$ cat src/rtl/swk_pkg.sv
package swk_pkg;
  localparam logic [7:0] CMD_SLEEP  = 8'h16;
  localparam logic [7:0] BYTE_ACK   = 8'hE9;
  localparam logic [7:0] BYTE_READY = 8'h01;

  typedef enum logic [2:0] {
    ST_RUN,
    ST_ACK,
    ST_WAIT_REL,
    ST_SLEEP,
    ST_WAKE
  } swk_state_t;
endpackage

$ cat src/rtl/swk_sync2.sv
module swk_sync2 (
  input  logic clk,
  input  logic rst_n,
  input  logic d_async,
  output logic q_sync
);
  logic s1_q, s2_q;

  always_ff @(posedge clk) begin
    if (!rst_n) begin
      s1_q <= 1'b1;
      s2_q <= 1'b1;
    end else begin
      s1_q <= d_async;
      s2_q <= s1_q;
    end
  end

  assign q_sync = s2_q;
endmodule

$ cat src/rtl/swk_arm_guard.sv
module swk_arm_guard #(
  parameter int unsigned WIN = 20
) (
  input  logic clk,
  input  logic rst_n,
  input  logic en,
  input  logic hit,
  input  logic other,
  output logic armed
);
  localparam int unsigned CW = $clog2(WIN + 1);
  localparam logic [CW-1:0] LAST = CW'(WIN - 1);

  logic          armed_q;
  logic [CW-1:0] cnt_q;

  always_ff @(posedge clk) begin
    if (!rst_n) begin
      armed_q <= 1'b0;
      cnt_q   <= '0;
    end else if (!en || other || (hit && armed_q)) begin
      armed_q <= 1'b0;
      cnt_q   <= '0;
    end else if (hit) begin
      armed_q <= 1'b1;
      cnt_q   <= '0;
    end else if (armed_q) begin
      if (cnt_q == LAST) begin
        armed_q <= 1'b0;
        cnt_q   <= '0;
      end else begin
        cnt_q <= cnt_q + 1'b1;
      end
    end
  end

  assign armed = armed_q;

  // a foreign command leaves the guard disarmed
  a_r4_other_clears: assert property (@(posedge clk) disable iff (!rst_n)
    other |=> !armed_q);
  // the window counter never runs past its limit while armed
  a_r2_window_bound: assert property (@(posedge clk) disable iff (!rst_n)
    armed_q |-> (cnt_q < CW'(WIN)));
endmodule

$ cat src/rtl/swk_width_qual.sv
module swk_width_qual #(
  parameter int unsigned MINW = 8
) (
  input  logic clk,
  input  logic rst_n,
  input  logic en,
  input  logic pin_s,
  output logic hit
);
  localparam int unsigned CW = $clog2(MINW + 1);
  localparam logic [CW-1:0] LAST = CW'(MINW - 1);

  logic [CW-1:0] cnt_q;

  assign hit = en && !pin_s && (cnt_q == LAST);

  always_ff @(posedge clk) begin
    if (!rst_n || !en || pin_s) begin
      cnt_q <= '0;
    end else if (!hit) begin
      cnt_q <= cnt_q + 1'b1;
    end
  end

  // a running low count implies the pin was low on the previous edge
  a_r8_count_low: assert property (@(posedge clk) disable iff (!rst_n)
    (cnt_q != '0) |-> $past(!pin_s));
endmodule

$ cat src/rtl/sleep_wake_seq.sv
module sleep_wake_seq
  import swk_pkg::*;
#(
  parameter int unsigned ARM_WIN_CYC  = 1_000_000,
  parameter int unsigned REL_TMO_CYC  = 20_000_000,
  parameter int unsigned WAKE_MIN_CYC = 100
) (
  input  logic       clk,
  input  logic       rst_n,
  input  logic       cmd_valid,
  input  logic [7:0] cmd_byte,
  input  logic       wake_pin,
  input  logic       sync_mode,
  input  logic       tx_ready,
  output logic       tx_valid,
  output logic [7:0] tx_data,
  output logic       drdy,
  output logic       asleep,
  output logic       self_reset,
  output logic       scan_restart
);
  localparam int unsigned RW = $clog2(REL_TMO_CYC + 1);
  localparam logic [RW-1:0] REL_LAST = RW'(REL_TMO_CYC - 1);

  swk_state_t    state_q;
  logic [RW-1:0] rel_cnt_q;
  logic          self_reset_q, scan_restart_q;
  logic          wake_s, armed, wake_hit;
  logic          run, g_hit, g_other, accept;

  swk_sync2 u_sync (
    .clk     (clk),
    .rst_n   (rst_n),
    .d_async (wake_pin),
    .q_sync  (wake_s)
  );

  assign run     = (state_q == ST_RUN);
  assign g_hit   = run && cmd_valid && (cmd_byte == CMD_SLEEP);
  assign g_other = run && cmd_valid && (cmd_byte != CMD_SLEEP);
  assign accept  = g_hit && armed;

  swk_arm_guard #(.WIN(ARM_WIN_CYC)) u_guard (
    .clk   (clk),
    .rst_n (rst_n),
    .en    (run),
    .hit   (g_hit),
    .other (g_other),
    .armed (armed)
  );

  swk_width_qual #(.MINW(WAKE_MIN_CYC)) u_qual (
    .clk   (clk),
    .rst_n (rst_n),
    .en    (state_q == ST_SLEEP),
    .pin_s (wake_s),
    .hit   (wake_hit)
  );

  always_ff @(posedge clk) begin
    if (!rst_n) begin
      state_q        <= ST_RUN;
      rel_cnt_q      <= '0;
      self_reset_q   <= 1'b0;
      scan_restart_q <= 1'b0;
    end else begin
      self_reset_q   <= 1'b0;
      scan_restart_q <= 1'b0;
      unique case (state_q)
        ST_RUN: if (accept) state_q <= ST_ACK;
        ST_ACK: if (tx_ready) begin
          state_q   <= ST_WAIT_REL;
          rel_cnt_q <= '0;
        end
        ST_WAIT_REL: begin
          if (wake_s) begin
            state_q <= ST_SLEEP;
          end else if (rel_cnt_q == REL_LAST) begin
            state_q      <= ST_RUN;
            self_reset_q <= 1'b1;
          end else begin
            rel_cnt_q <= rel_cnt_q + 1'b1;
          end
        end
        ST_SLEEP: if (wake_hit) begin
          state_q        <= ST_WAKE;
          scan_restart_q <= sync_mode;
        end
        ST_WAKE: if (tx_ready) state_q <= ST_RUN;
        default: state_q <= ST_RUN;
      endcase
    end
  end

  assign tx_valid     = (state_q == ST_ACK) || (state_q == ST_WAKE);
  assign tx_data      = (state_q == ST_ACK)  ? BYTE_ACK :
                        (state_q == ST_WAKE) ? BYTE_READY : 8'h00;
  assign drdy         = (state_q != ST_SLEEP);
  assign asleep       = (state_q == ST_SLEEP);
  assign self_reset   = self_reset_q;
  assign scan_restart = scan_restart_q;

  // an offered byte holds until taken
  a_r5_tx_hold: assert property (@(posedge clk) disable iff (!rst_n)
    (tx_valid && !tx_ready) |=> (tx_valid && $stable(tx_data)));
  // self-reset is a single-cycle pulse
  a_r7_reset_pulse: assert property (@(posedge clk) disable iff (!rst_n)
    self_reset |=> !self_reset);
  // self-reset only follows a low pin while waiting for release
  a_r7_reset_cause: assert property (@(posedge clk) disable iff (!rst_n)
    self_reset |-> ($past(state_q == ST_WAIT_REL) && $past(!wake_s)));
  // sleep is entered only with the pin released
  a_r6_sleep_entry: assert property (@(posedge clk) disable iff (!rst_n)
    $rose(asleep) |-> $past(wake_s));
  // leaving sleep happens on a low pin
  a_r8_wake_low: assert property (@(posedge clk) disable iff (!rst_n)
    $fell(asleep) |-> $past(!wake_s));
  // restart pulse coincides with the offered ready byte
  a_r10_restart: assert property (@(posedge clk) disable iff (!rst_n)
    scan_restart |-> ($past(sync_mode) && tx_valid && tx_data == BYTE_READY));
  // nothing is transmitted while asleep
  a_r11_quiet_asleep: assert property (@(posedge clk) disable iff (!rst_n)
    asleep |-> !tx_valid);
endmodule

$ cat config.mk
export PLATFORM = sky130hd
export DESIGN_NAME = sleep_wake_seq
export DESIGN_NICKNAME = d
export VERILOG_FILES = /design/src/rtl/swk_pkg.sv /design/src/rtl/swk_sync2.sv /design/src/rtl/swk_arm_guard.sv /design/src/rtl/swk_width_qual.sv /design/src/rtl/sleep_wake_seq.sv
export SDC_FILE = /design/constraint.sdc
export NUM_CORES = 1
export LEC_CHECK = 0
export ABC_AREA = 1
export ABC_CLOCK_PERIOD_IN_PS = 2890
export BUFFER_PORTS_ARGS = -buffer_cell sky130_fd_sc_hd__buf_2
export CAP_MARGIN = 25
export CELL_PAD_IN_SITES_DETAIL_PLACEMENT = 1
export CELL_PAD_IN_SITES_GLOBAL_PLACEMENT = 1
export CORE_UTILIZATION = 30
export CTS_CLUSTER_SIZE = 8
export DETAILED_ROUTE_END_ITERATION = 10
export PLACE_DENSITY_LB_ADDON = 0.1
export SLEW_MARGIN = 20
export SYNTH_ARGS = -nofsm -noshare
export SYNTH_HDL_FRONTEND = slang
export SYNTH_HIERARCHICAL = 1
export SYNTH_SLANG_ARGS = --single-unit
export TNS_END_PERCENT = 100
$ cat constraint.sdc
create_clock -name clk -period 2.89 [get_ports clk]
set_clock_uncertainty 0.15 [all_clocks]
set_input_delay 0.289 -clock clk [delete_from_list [all_inputs] [get_ports clk]]
set_output_delay 0.289 -clock clk [all_outputs]
set_load 0.05 [all_outputs]
==> results.md <==
* Status: finished clean
* TNS Setup at 0 ns
* CP Capture Type: flip-flop
* Largest net degree at the start of global routing at 19
* Final Cycle Share at 76.8%
* Commonest non-fill, non-tap cell in the layout: nand2_1
* CP peak stage delay at 0.32 ns
* H-Tree Depth at 3
* Crit path max-delay cell type: dfxtp_1
* WP depth at 13
* Final Util at 35.4%
* Die ar. at 13100 um^2
* Synth Area per Inst at 6.45 um^2
* Routed Antenna Nets at 0
* Hold Path Depth at 3
* Max clock buf depth at 2
* Total GRT Usage at 17.0%
* CP top delay family: simple AND/OR/NAND/NOR gates
* Initial antenna violation count at 0
* Slew headroom at 60.9%
* Final hold violations at 0
* Pwr Density at 642 nW/um^2
* Crit path launch type: flip-flop
* Post_cts resized at 0
* Setup bufs post-CTS at 0
* Worst Hold End: scan_restart
* Initial core utilization at 31.1%
* Hold bufs inserted after CTS at 1
* Die H at 114 um
* Reg-to-Reg End: state_q[1]
* Buf+Inv Stages, Crit Path at 3
* GP Congestion at 0.761
* Gate power share at 28.7%
* Slew @ Worst Pin at 0.585 ns
* # setup viols final at 0
* Placed Instances at 764
* Total CTS buffers at 9
* Area fraction of the dominant cell type after synthesis at 31.7%
* Commonest cells after routing, fill and taps aside: nand2_1 (133), nor2_1 (111), inv_1 (78), dfxtp_1 (60), nand3_1 (48)
* Share of layout cells above drive strength 1 at 15.3%
* Final Non-Filler Cells at 781
* Fmax at 450 MHz
* Post-detail-place hpwl at 7.67 mm
* Design Area, Final at 4310 um^2
* R2R depth at 13
* Worst EP required at 3.01 ns
* DR vias/cell at 4.58
* Final #Nets at 625
* Buffers on Ports at 23
* Seq pwr share at 31.7%
* Sw Share at 38.1%
* Drt total wl at 9.89 mm
* Max_cap viols at 0
* R2R Setup Slk at 0.67 ns
* Drt pass-1 iters at 4
* Io pins at 27
* Clock Latency Late Sink at 0.34 ns
* Vias in the first global route at 3695
* Die width at 114 um
* Register bit total from synthesis at 60
* Fill count at 1600
* Seq/Total Area, Yosys at 31.7%
* 1st-iter DRT viols at 104
* Origin of the critical flop-to-flop path: state_q[2]
* Tmin final at 2.22 ns
* Synth area leader: dfxtp_1
* Clock group share of total power at 39.6%
* FP Rows at 40
* Post-Syn Area at 3780 um^2
* Storage cell area at 1200 um^2
* Multi-input logic area at 2150 um^2
* Routed via count at 3574
* Drt wl/cell at 12.7 um
* CP arrival at 2.34 ns
* Most Frequent Cell on Critical Path: nor2_1
* CTS Root Cell: clkbuf_16
* Area contributors post-synth: dfxtp_1 (32%), nand2_1 (13%), nor2_1 (11%)
* Number of diodes at 0
* CP cell instances: inv_1 -> nand3_1 -> inv_1 -> nand2_1 -> nor2_4 -> nand2_1 -> inv_1 -> nor2_1 -> a21oi_1 -> nand2_1 -> nor2_1 -> nor2_1 -> nor2_1
* Pint at 0.00171 W
* Worst Hold Class: in -> reg
* GRT overflow at 0
* Post-DP Area at 4000 um^2
* Post-route DRC violation count at 0
* Syn Inst Count at 587
* Core ar. at 12200 um^2
* Worst-path fanout max at 5
* Switch Pwr at 0.00106 W
* CTS tree: yes
* CP Class: reg -> reg
* Max-slew violations at 0
* Clock slew at reported path FFs at 0.05 ns
* Hold Startpoint: sync_mode
* Lkg Pwr at 1.75 nW
* Synth warn at 6
* Sink Count at 60
* First-pass GRT wire length at 17.5 mm
* P&R area growth vs syn at 13.9%
* RSZ-0062 raised after global routing: no
* Peak supply drop at 0.498 mV
* Synth cell types at 35
==> power by group through the flow <==
stage / combinational (W) / sequential (W) / clock, W
final: 0.000793 / 0.000877 / 0.00110
after global routing: 0.000883 / 0.000880 / 0.00119
after CTS: 0.000808 / 0.000877 / 0.00113
after detailed placement: 0.000806 / 0.000894 / 0
after global placement: 0.000799 / 0.000892 / 0
after floorplan: 0.000699 / 0.000889 / 0
==> area by class of cell <==
class | count | share of cell area (%)
Timing Repair Buffer | 24 | 2.90
Multi-Input combinational cell | 427 | 49.8
Tap cell | 168 | 4.88
Clock buffer | 10 | 5.54
Clock inverter | 6 | 1.48
Inverter | 86 | 7.55
Sequential cell | 60 | 27.9
==> registers in the layout, indices dropped and copies added, names as in the netlist <==
signal	count
rel_cnt_q	25
scan_restart	1
self_reset	1
state_q	3
u_guard/armed	1
u_guard/cnt_q	20
u_qual/cnt_q	7
u_sync/q_sync	1
u_sync/s1_q	1
==> worst max-delay path by stage <==
| stage | from | to | slack (ns) |
|---|---|---|---|
| floorplan | state_q[2] | state_q[1] | 0.15 |
| global placement | state_q[2] | state_q[2] | 0.67 |
| detailed placement | state_q[2] | state_q[1] | 0.65 |
| CTS | state_q[2] | state_q[2] | 0.64 |
| global route | state_q[2] | state_q[2] | 0.29 |
| finish | state_q[2] | state_q[1] | 0.67 |
==> logic make-up (layout without fill, tap and decap cells) <==
kind of cell / after synthesis / after routing / synth area share [%]
AO/OA/AOI/OAI: 31 / 31 / 5.16
XOR/XNOR: 19 / 19 / 4.40
adder cells (fa/ha/maj): 3 / 3 / 0.992
buffers and inverters: 102 / 126 / 11.8
flip-flops: 60 / 60 / 31.7
other: 1 / 3 / 0.0991
AND/OR/NAND/NOR: 371 / 371 / 45.9
==> Yosys cell counts <==
| cell type | n |
|---|---|
| inv_2 | 5 |
| nor2_4 | 9 |
| nand2_2 | 12 |
| nand3_2 | 3 |
| buf_8 | 1 |
| nor2_2 | 10 |
| nand3b_1 | 1 |
| conb_1 | 1 |
| ha_1 | 3 |
| o21ai_0 | 6 |
| dfxtp_1 | 60 |
| o21ai_1 | 1 |
| nand4_1 | 25 |
| nor4_1 | 2 |
| clkinv_1 | 2 |
| o21bai_1 | 1 |
| clkbuf_1 | 3 |
| a21oi_1 | 13 |
| buf_4 | 11 |
| nand3_4 | 1 |
| nand2_1 | 133 |
| nor3_1 | 10 |
| nand3_1 | 48 |
| inv_4 | 1 |
| inv_1 | 78 |
| a21oi_2 | 9 |
| xor2_1 | 13 |
| and2_1 | 1 |
| nand2_4 | 3 |
| nor2_1 | 111 |
| o21ai_2 | 1 |
| buf_6 | 1 |
| nor2b_1 | 1 |
| xnor2_1 | 6 |
| nor2_8 | 1 |
==> stage by stage <==
step	power, W	worst slack (ns)	hold slack [ns]
finish	0.00277	0.670	0.0505
global route	0.00295	0.286	0.0648
CTS	0.00282	0.636	0.0437
detailed placement	0.00170	0.647	0.247
global placement	0.00169	0.674	0.233
floorplan	0.00159	0.154	0.208
==> per-layer routing <==
layer	GRT usage (%)	routed length [um]
met1	23.6	5210
met2	26.0	4240
met3	2.86	267
met4	7.01	172
met5	0	0
==> worst min-delay path: cells and delay by family <==
family | cells | cell delay (ns)
AND/OR/NAND/NOR | 2 | 0.11
buffers and inverters | 1 | 0.10
Power figures use the tool's default switching activity.
